[src/rtl/crd_pkg.sv]
package crd_pkg;

  typedef enum logic [2:0] {
    HC_START = 3'd0,
    HC_TEST  = 3'd1,
    HC_TDEV  = 3'd2,
    HC_HALT  = 3'd3,
    HC_ACK   = 3'd4
  } host_op_e;

  typedef enum logic [1:0] {
    SQ_IDLE,
    SQ_FETCH,
    SQ_XFER,
    SQ_END
  } seq_st_e;

  localparam int NSTK = 3;
  localparam logic [1:0] STK_NORM = 2'd0;
  localparam logic [1:0] STK_ALT1 = 2'd1;
  localparam logic [1:0] STK_ALT2 = 2'd2;

  localparam int ST_AUTO_B  = 7;
  localparam int ST_CBUSY_B = 6;
  localparam int ST_DBUSY_B = 5;
  localparam int ST_NRDY_B  = 2;
  localparam int UST_DERR_B = 3;

  // accepted order codes: low pair 10, top pair 00, field 5:4 not 10
  function automatic logic ord_ok(input logic [7:0] code);
    return (code[7:6] == 2'b00) && (code[1:0] == 2'b10) && (code[5:4] != 2'b10);
  endfunction

  function automatic logic [1:0] ord_stack(input logic [7:0] code);
    logic [1:0] s;
    case (code[5:4])
      2'b01:   s = STK_ALT1;
      2'b11:   s = STK_ALT2;
      default: s = STK_NORM;
    endcase
    return s;
  endfunction

endpackage

[src/rtl/crd_dly_timer.sv]
module crd_dly_timer #(
  parameter int CTL_DLY = 4
) (
  input  logic clk,
  input  logic rst_n,
  input  logic load,
  output logic done
);
  localparam int CW = (CTL_DLY < 1) ? 1 : $clog2(CTL_DLY + 1);
  localparam logic [CW-1:0] RELOAD = CW'(CTL_DLY);
  localparam logic [CW-1:0] ONE = CW'(1);

  logic [CW-1:0] cnt_q, cnt_d;
  logic          cnt_en;

  always_comb begin
    cnt_en = load || (cnt_q != '0);
    cnt_d  = load ? RELOAD : (cnt_q - ONE);
  end

  always_ff @(posedge clk or negedge rst_n) begin
    if (!rst_n)      cnt_q <= '0;
    else if (cnt_en) cnt_q <= cnt_d;
  end

  assign done = (cnt_q == '0);
endmodule

[src/rtl/crd_seq.sv]
module crd_seq
  import crd_pkg::*;
(
  input  logic       clk,
  input  logic       rst_n,
  input  logic       start_go,
  input  logic       halt_go,
  input  logic       tmr_done,
  input  logic       ord_valid,
  input  logic [7:0] ord_code,
  input  logic       xfer_ack,
  input  logic       xfer_zbc,
  input  logic       xfer_last,
  input  logic       chain_in,
  output logic       tmr_load,
  output logic       busy,
  output logic       ord_req,
  output logic       xfer_req,
  output logic       card_done,
  output logic       bad_order,
  output logic       len_err,
  output logic       mode_auto,
  output logic [1:0] stk_sel
);
  seq_st_e    st_q, st_d;
  logic       mode_q, mode_d;
  logic [1:0] stk_q, stk_d;
  logic       st_en;

  always_comb begin
    st_d      = st_q;
    mode_d    = mode_q;
    stk_d     = stk_q;
    tmr_load  = 1'b0;
    ord_req   = 1'b0;
    xfer_req  = 1'b0;
    card_done = 1'b0;
    bad_order = 1'b0;
    len_err   = 1'b0;
    if (halt_go) begin
      st_d = SQ_IDLE;
    end else begin
      case (st_q)
        SQ_IDLE: begin
          if (start_go) begin
            st_d     = SQ_FETCH;
            tmr_load = 1'b1;
            stk_d    = STK_NORM;
          end
        end
        SQ_FETCH: begin
          if (tmr_done) begin
            ord_req = 1'b1;
            if (ord_valid) begin
              if (ord_ok(ord_code)) begin
                st_d     = SQ_XFER;
                tmr_load = 1'b1;
                mode_d   = ord_code[2];
                stk_d    = ord_stack(ord_code);
              end else begin
                st_d      = SQ_IDLE;
                bad_order = 1'b1;
              end
            end
          end
        end
        SQ_XFER: begin
          if (tmr_done) begin
            xfer_req = 1'b1;
            if (xfer_ack) begin
              tmr_load = 1'b1;
              if (xfer_zbc || xfer_last) begin
                st_d    = SQ_END;
                len_err = xfer_zbc ^ xfer_last;
              end
            end
          end
        end
        SQ_END: begin
          if (tmr_done) begin
            card_done = 1'b1;
            if (chain_in) begin
              st_d     = SQ_FETCH;
              tmr_load = 1'b1;
            end else begin
              st_d = SQ_IDLE;
            end
          end
        end
        default: st_d = SQ_IDLE;
      endcase
    end
    st_en = (st_d != st_q) || (mode_d != mode_q) || (stk_d != stk_q);
  end

  always_ff @(posedge clk or negedge rst_n) begin
    if (!rst_n) begin
      st_q   <= SQ_IDLE;
      mode_q <= 1'b0;
      stk_q  <= STK_NORM;
    end else if (st_en) begin
      st_q   <= st_d;
      mode_q <= mode_d;
      stk_q  <= stk_d;
    end
  end

  assign busy      = (st_q != SQ_IDLE);
  assign mode_auto = mode_q;
  assign stk_sel   = stk_q;
endmodule

[src/rtl/crd_deck_cnt.sv]
module crd_deck_cnt
  import crd_pkg::*;
#(
  parameter int HOP_W = 12,
  parameter int STK_W = 16
) (
  input  logic             clk,
  input  logic             rst_n,
  input  logic             load,
  input  logic [HOP_W-1:0] load_val,
  input  logic             card_done,
  input  logic [1:0]       sel,
  output logic [HOP_W-1:0] hopper,
  output logic             attached,
  output logic [NSTK*STK_W-1:0] stk_all
);
  localparam logic [HOP_W-1:0] HOP_ONE = HOP_W'(1);
  localparam logic [STK_W-1:0] STK_ONE = STK_W'(1);

  logic [HOP_W-1:0] hop_q, hop_d;
  logic             att_q, att_d;
  logic             hop_en;

  always_comb begin
    hop_d  = hop_q;
    att_d  = att_q;
    hop_en = 1'b0;
    if (load) begin
      hop_d  = load_val;
      att_d  = (load_val != '0);
      hop_en = 1'b1;
    end else if (card_done && (hop_q != '0)) begin
      hop_d  = hop_q - HOP_ONE;
      att_d  = (hop_q != HOP_ONE);
      hop_en = 1'b1;
    end
  end

  always_ff @(posedge clk or negedge rst_n) begin
    if (!rst_n) begin
      hop_q <= '0;
      att_q <= 1'b0;
    end else if (hop_en) begin
      hop_q <= hop_d;
      att_q <= att_d;
    end
  end

  for (genvar g = 0; g < NSTK; g++) begin : g_stk
    logic [STK_W-1:0] q;
    logic             inc;
    assign inc = card_done && (sel == 2'(g));
    always_ff @(posedge clk or negedge rst_n) begin
      if (!rst_n)   q <= '0;
      else if (inc) q <= q + STK_ONE;
    end
    assign stk_all[g*STK_W +: STK_W] = q;
  end

  assign hopper   = hop_q;
  assign attached = att_q;
endmodule

[src/rtl/crd_chan_ctl.sv]
module crd_chan_ctl
  import crd_pkg::*;
#(
  parameter int CTL_DLY = 4,
  parameter int HOP_W   = 12,
  parameter int STK_W   = 16
) (
  input  logic             clk,
  input  logic             rst_n,
  input  logic             cmd_valid,
  input  logic [2:0]       cmd_op,
  output logic [7:0]       status_word,
  input  logic             hopper_load,
  input  logic [HOP_W-1:0] hopper_init,
  output logic             ord_req,
  input  logic             ord_valid,
  input  logic [7:0]       ord_code,
  output logic             xfer_req,
  input  logic             xfer_ack,
  input  logic             xfer_zbc,
  input  logic             xfer_last,
  input  logic             data_err_in,
  input  logic             chain_in,
  output logic             mode_auto,
  output logic [1:0]       stk_sel,
  output logic             chan_end,
  output logic             unusual_end,
  output logic             len_err,
  output logic             int_pend,
  output logic             attached,
  output logic [HOP_W-1:0] hopper_cnt,
  output logic [STK_W-1:0] stk_norm,
  output logic [STK_W-1:0] stk_alt1,
  output logic [STK_W-1:0] stk_alt2
);
  logic [1:0] rst_sync_q;
  logic       rst_n_s;

  always_ff @(posedge clk or negedge rst_n) begin
    if (!rst_n) rst_sync_q <= 2'b00;
    else        rst_sync_q <= {rst_sync_q[0], 1'b1};
  end
  assign rst_n_s = rst_sync_q[1];

  host_op_e op;
  logic     seq_busy, start_go, halt_go, tmr_load, tmr_done;
  logic     card_done, bad_order;
  logic     is_halt, is_ack;
  logic [NSTK*STK_W-1:0] stk_all;

  assign op       = host_op_e'(cmd_op);
  assign is_halt  = cmd_valid && (op == HC_HALT);
  assign is_ack   = cmd_valid && (op == HC_ACK);
  assign start_go = cmd_valid && (op == HC_START) && attached && !seq_busy;
  assign halt_go  = is_halt && seq_busy;

  crd_dly_timer #(.CTL_DLY(CTL_DLY)) u_tmr (
    .clk(clk), .rst_n(rst_n_s), .load(tmr_load), .done(tmr_done)
  );

  crd_seq u_seq (
    .clk(clk), .rst_n(rst_n_s), .start_go(start_go), .halt_go(halt_go),
    .tmr_done(tmr_done), .ord_valid(ord_valid), .ord_code(ord_code),
    .xfer_ack(xfer_ack), .xfer_zbc(xfer_zbc), .xfer_last(xfer_last),
    .chain_in(chain_in), .tmr_load(tmr_load), .busy(seq_busy),
    .ord_req(ord_req), .xfer_req(xfer_req), .card_done(card_done),
    .bad_order(bad_order), .len_err(len_err), .mode_auto(mode_auto),
    .stk_sel(stk_sel)
  );

  crd_deck_cnt #(.HOP_W(HOP_W), .STK_W(STK_W)) u_deck (
    .clk(clk), .rst_n(rst_n_s), .load(hopper_load), .load_val(hopper_init),
    .card_done(card_done), .sel(stk_sel), .hopper(hopper_cnt),
    .attached(attached), .stk_all(stk_all)
  );

  assign stk_norm = stk_all[0*STK_W +: STK_W];
  assign stk_alt1 = stk_all[1*STK_W +: STK_W];
  assign stk_alt2 = stk_all[2*STK_W +: STK_W];

  assign chan_end    = card_done;
  assign unusual_end = bad_order || halt_go;

  // interrupt pending: raised by an ending, dropped by halt or acknowledge
  logic int_q, int_d, int_en;
  always_comb begin
    int_d  = int_q;
    if (is_halt || is_ack)         int_d = 1'b0;
    if (card_done || bad_order)    int_d = 1'b1;
    int_en = (int_d != int_q);
  end

  // unit status data-error flag
  logic derr_q, derr_d, derr_en;
  always_comb begin
    derr_d = derr_q;
    if (start_go)                     derr_d = 1'b0;
    else if (data_err_in && seq_busy) derr_d = 1'b1;
    derr_en = (derr_d != derr_q);
  end

  always_ff @(posedge clk or negedge rst_n_s) begin
    if (!rst_n_s) begin
      int_q  <= 1'b0;
      derr_q <= 1'b0;
    end else begin
      if (int_en)  int_q  <= int_d;
      if (derr_en) derr_q <= derr_d;
    end
  end
  assign int_pend = int_q;

  logic [7:0] test_word, tdev_word;
  always_comb begin
    test_word = '0;
    test_word[ST_AUTO_B]  = attached;
    test_word[ST_CBUSY_B] = seq_busy;
    test_word[ST_DBUSY_B] = seq_busy;
    tdev_word = '0;
    if (attached && (hopper_cnt != '0)) tdev_word[UST_DERR_B] = derr_q;
    else                                tdev_word[ST_NRDY_B]  = 1'b1;
    status_word = '0;
    if (cmd_valid) begin
      case (op)
        HC_START, HC_TEST, HC_HALT: status_word = test_word;
        HC_TDEV:                    status_word = tdev_word;
        default:                    status_word = '0;
      endcase
    end
  end
endmodule

[config.mk]
export PLATFORM = sky130hd
export DESIGN_NAME = crd_chan_ctl
export DESIGN_NICKNAME = d
export VERILOG_FILES = /design/src/rtl/crd_pkg.sv /design/src/rtl/crd_dly_timer.sv /design/src/rtl/crd_seq.sv /design/src/rtl/crd_deck_cnt.sv /design/src/rtl/crd_chan_ctl.sv
export SDC_FILE = /design/constraint.sdc
export NUM_CORES = 1
export LEC_CHECK = 0
export BUFFER_PORTS_ARGS = -buffer_cell sky130_fd_sc_hd__buf_2
export CAP_MARGIN = 20
export CORE_MARGIN = 2
export CORE_UTILIZATION = 52
export DETAILED_ROUTE_END_ITERATION = 7
export PLACE_DENSITY = 0.78
export SYNTH_ARGS = -nofsm -noshare
export SYNTH_HDL_FRONTEND = slang
export SYNTH_SLANG_ARGS = --single-unit
[constraint.sdc]
create_clock -name clk -period 2.6 [get_ports clk]
set_input_delay 0.39 -clock clk [delete_from_list [all_inputs] [get_ports clk]]
set_output_delay 0.39 -clock clk [all_outputs]
set_load 0.05 [all_outputs]
Yosys cells after proc, flatten, opt, wreduce, memory -nomap -nowiden --
Index checks and enable logic that the tools add are counted.
Operators by class: add/sub/neg operators 5, equal/unequal tests 19, muxes and demuxes 65, bitwise gates (word level) 1, reduce and logical (&&, ||, !) cells 34
Operators with widths (count):
- adder 16 x 1 -> 16 bit, second input constant | 3
- two-way mux 1 bit | 42
- two-way mux 2 bit | 14
- two-way mux 12 bit | 2
- nonzero test 12 bit | 2
- case mux 8 bit (2 select lines) | 1
- logical AND 1 bit | 14
- inequality test 12 x 1 -> 1 bit, second input constant | 1
- subtractor 12 x 1 -> 12 bit, second input constant | 1
- == test 2 bit, second input constant | 5
- two-way mux 8 bit | 1
- case mux 2 bit (2 select lines) | 2
- case mux 2 bit (4 select lines) | 1
- logical OR 1 bit | 7
- == test 2 x 1 -> 1 bit, second input constant | 3
- == test 3 x 2 -> 1 bit, second input constant | 2
- zero test 2 bit | 3
- zero test 3 bit | 2
- inequality test 2 bit | 2
- case mux 1 bit (4 select lines) | 1
- nonzero test 2 bit | 2
- == test 3 x 1 -> 1 bit, second input constant | 1
- == test 3 bit, second input constant | 1
- two-way mux 3 bit | 1
- 8 further kinds | 10
Word-level totals: flip-flop bits (word level) 73, bits of input ports 33, output and inout bits 78, word-level logic and storage cells 136

Longest topological paths before layout --
word-level depth 11, depth in mapped cells 7, depth with buffers taken out 6

Hierarchy --
Synthesis repeated with hierarchy kept, for this count alone.
Second synthesis, totals: cells, all modules 378, area total of the unflattened synthesis 3903.7 µm²
Modules (own cells, without submodules):
- crd_deck_cnt | times used 1, cells an instance 277, area each 3014.1 µm², sequential area each 1526.5 µm²
- crd_seq | times used 1, cells an instance 51, area each 419.2 µm², sequential area each 125.1 µm²
- crd_chan_ctl | times used 1, cells an instance 34, area each 286.5 µm², sequential area each 100.1 µm²
- crd_dly_timer | times used 1, cells an instance 16, area each 183.9 µm², sequential area each 75.1 µm²

Least setup slack after synthesis --
No wires, ideal clock.
kind flip-flop to output port, start point reg u_deck.hop_q[9], in the netlist u_deck.hopper[9], end point out status_word[2], arrival 2799 ps, required time 2210 ps, setup slack -589 ps, stages on the path, launching flop included 5, path buffers 1, path through dfrtp_1 > nor4_2 > nand4_1 > clkbuf_1 > a211oi_1
On the way: longest elaborated chain between the ends 5
Ends and longest elaborated chain:
- start: declaration | line crd_deck_cnt.sv:20 | logic [HOP_W-1:0] hop_q, hop_d;
- start signal: assignment | line crd_deck_cnt.sv:44 | hop_q <= hop_d;
- nonzero test 12 bit | line crd_chan_ctl.sv:120 | if (attached && (hopper_cnt != '0)) tdev_word[UST_DERR_B] = derr_q;
- logical AND 1 bit | line crd_chan_ctl.sv:120
- two-way mux 1 bit | line crd_chan_ctl.sv:120
- case mux 8 bit (2 select lines) | line crd_chan_ctl.sv:124 | case (op)
- two-way mux 8 bit | line crd_chan_ctl.sv:123 | if (cmd_valid) begin
- end: declaration | line crd_chan_ctl.sv:12 | output logic [7:0] status_word,
No other way between the ends.

Final worst setup path --
start point reg u_deck.hop_q[5], in the netlist u_deck.hopper[5], end point out status_word[2]
Same word-level chain as after synthesis.

==> reports/results.txt <==
count of input and output buffers - 106
outcome - finished clean
Filler Cells Inserted - 616
top cell type by total area after synthesis - dfrtp_1
ys flop type - dfrtp_1
Die Width - 90.9 um
commonest non-fill, non-tap cell in the layout - buf_2
clk sinks - 73
DR vias/cell - 5.69
Pre-antenna DRT Iters - 4
worst path arrival time - 1.98 ns
sequential fraction of design power - 46.8%
Yosys reg bits - 73
Worst Max-Slew Pin Slew - 0.691 ns
worst hold path type - register to async pin
Post-synth ARST share - 100%
Final Hold Vio Count - 0
share of cells above drive strength 1 - 30.3%
worst-path fanout max - 5
Detailed Place HPWL - 6920 um
Avg WL per Cell - 15.3 um
CTS tree - done
largest net degree at the start of global routing - 32
clk_skew - 0.00728 ns
H-tree depth - 3
synth warn - 0
Lkg Pwr - 2.34 nW
clock tree root buffer cell - clkbuf_8
wire length of the first global-routing pass - 16000 um
# DRC - 0
crit path time final - 2.37 ns
post-synthesis sequential area ratio - 46.6%
Final TNS setup - 0 ns
final worst-path cycle share - 91.1%
fin. max-slew vios - 0
diode count - 0
total CTS buffers - 9
power share of the clock group - 28.8%
Post-synth EDFFs - 0
Fmax - 0.422 GHz
CP endpoint kind - output port
initial antenna violation count - 0
Switch Pwr - 0.00106 W
Initial Util - 53.8%
Setup violations, final - 0
grt total ovfl - 0
Syn Std Cell Area - 3920 um^2
Die Span Y - 90.9 um
RSZ-0062 raised after global routing - no
area occupied by multi-input gates - 1980 um^2
post-synth top area share - 46.6%
logic gate share of total power - 24.4%
row count - 31
clk_lat worst skew - 0.35 ns
Sw Ratio - 36.3%
Synth cell types - 55
core box area - 7290 um^2
CTS Buffer Depth - 2
Critical Path RT - 2.21 ns
headroom to the max-slew limit - 53.3%
aggregate routed wire length - 9280 um
I/O Pins - 111
gpl congestion - 0.918
synthesized area per cell - 10.1 um^2
CP Class - register to output port
DR iter-0 viols - 141
vias in the first global route - 3332
P_int - 0.00185 W
VDD IR max - 0.342 mV
Layout area overhead - 22.3%
clock slew seen by the registers of the worst setup and hold paths - 0.08 ns
Synth Instances - 389
Reg area - 1830 um^2
most frequent cells in the layout - 106 x buf_2, 72 x dfrtp_1, 34 x xnor2_1
Power per Cell Area - 607 nW/um^2
gr usage total - 23.7%
final net count - 546
Max Cap Viol - 0
Post-DRT Antenna Nets - 0
CP Launch Type - register
Die ar. - 8260 um^2
final design utilization - 65.8%
Vias - 3453
Synth area leaders - dfrtp_1 47%, xnor2_1 7.6%, nand4_1 4.0%, nand3_1 3.1%, ha_1 2.9%
final cells by class:
type	instances	area share (%)
multi-input combinational	284	41.2
sequential	73	38.1
clock inverter	4	0.574
inverter	18	1.41
clock buffer	11	3.16
tap	99	2.58
timing repair buffer	118	13.0
critical path, stage by stage, from the launching register on:
cell and delay, ns:
dfrtp_1 0.44, nor4_2 0.41, nand4_1 0.25, a211oi_2 0.25, buf_2 0.28
final timing paths:
| check | start | end | slack, ns | cells past startpoint |
|---|---|---|---|---|
| max | u_deck.hopper[5] | status_word[2] | 0.23 | 4 |
| min | rst_sync_q[1] | u_seq.mode_auto | 0.22 | 0 |
| max reg2reg | u_tmr.cnt_q[0] | u_deck.g_stk[0].q[13] | 0.43 | 6 |
| min reg2reg | rst_sync_q[1] | u_seq.mode_auto | 0.22 | 0 |
| max in group asynchronous | rst_sync_q[1] | u_deck.g_stk[0].q[13] | 1.61 | 1 |
| min in group clk | hopper_init[8] | u_deck.hopper[8] | 0.26 | 3 |
power by group through the flow:
stage                     Combinational (W)  Clock, W  Sequential (W)
after floorplan                    0.000372         0         0.00153
after global placement             0.000691         0         0.00138
after detailed placement           0.000708         0         0.00138
after CTS                          0.000711  0.000840         0.00136
after global routing               0.000770  0.000898         0.00138
final                              0.000710  0.000837         0.00136
per-stage QoR:
| stage | power, W | std cells | instance area [um^2] | setup slack [ns] | hold WS (ns) |
|---|---|---|---|---|---|
| after floorplan | 0.00190 | 391 | 3950 | -0.118 | 0.0944 |
| after global placement | 0.00207 | 591 | 4600 | 0.472 | 0.176 |
| after detailed placement | 0.00209 | 591 | 4600 | 0.451 | 0.181 |
| after CTS | 0.00291 | 607 | 4790 | 0.0900 | 0.239 |
| after global routing | 0.00305 | 607 | 4800 | 0.125 | 0.267 |
| final | 0.00291 | 607 | 4800 | 0.232 | 0.224 |
cell families (layout without fill, tap and decap cells):
group                    count (synthesis)  count (layout)  synth area share (%)
XOR/XNOR                                45              45                  10.0
buffers and inverters                   34             151                  3.86
AO/OA/AOI/OAI                           42              42                  8.35
adder cells (fa/ha/maj)                  9               9                  2.87
multiplexers                             3               3                 0.861
flip-flops                              73              73                  46.6
other                                    2               4                 0.191
AND/OR/NAND/NOR                        181             181                  27.3
state kept, by name (all words and copies together) (netlist names):
| name | count |
|---|---|
| u_deck.hopper | 12 |
| u_deck.attached | 1 |
| rst_sync_q | 2 |
| u_deck.g_stk.q | 48 |
| u_seq.st_q | 2 |
| int_pend | 1 |
| u_seq.mode_auto | 1 |
| u_tmr.cnt_q | 3 |
| u_seq.stk_sel | 2 |
| derr_q | 1 |
routing by layer:
layer  share of wire, %  global-route usage, %  up-vias  wire, um
met5                  0                      0        -         0
met4                1.8                   8.33        0       165
met3                4.9                   4.09       13       454
met2                 49                   39.1       97      4520
met1                 45                   31.7     1695      4140
li1                   -                      -     1648         -
repair_timing:
action | 4_1_cts | 5_1_grt
setup buffers | 0 | 0
endpoints found under the hold margin | 2 | 0
resized for setup | 0 | 1
endpoints found under the setup margin | 0 | 1
hold buffers | 1 | 0
cell usage after synthesis, types with 2 or more instances:
cell type,number
a211oi_1,2
nor2_1,25
or4_1,2
nor4b_2,2
and3_1,9
nand4_1,25
dfrtp_1,73
conb_1,2
nand2_1,28
inv_1,18
nand3b_1,5
buf_4,4
and4_1,9
xnor2_1,34
nor3_1,12
and2_1,5
a31oi_1,10
nand3_1,24
a21o_1,3
or4_4,2
a21oi_1,3
a311o_1,2
a31o_2,3
nor2b_1,6
ha_1,9
and3b_1,2
nor4_2,2
nand4b_1,2
nand2b_1,4
clkbuf_1,9
o21ai_0,5
xor2_1,11
mux2_2,3
nor4_1,10
a211o_1,4
Power figures use the tool's default switching activity.
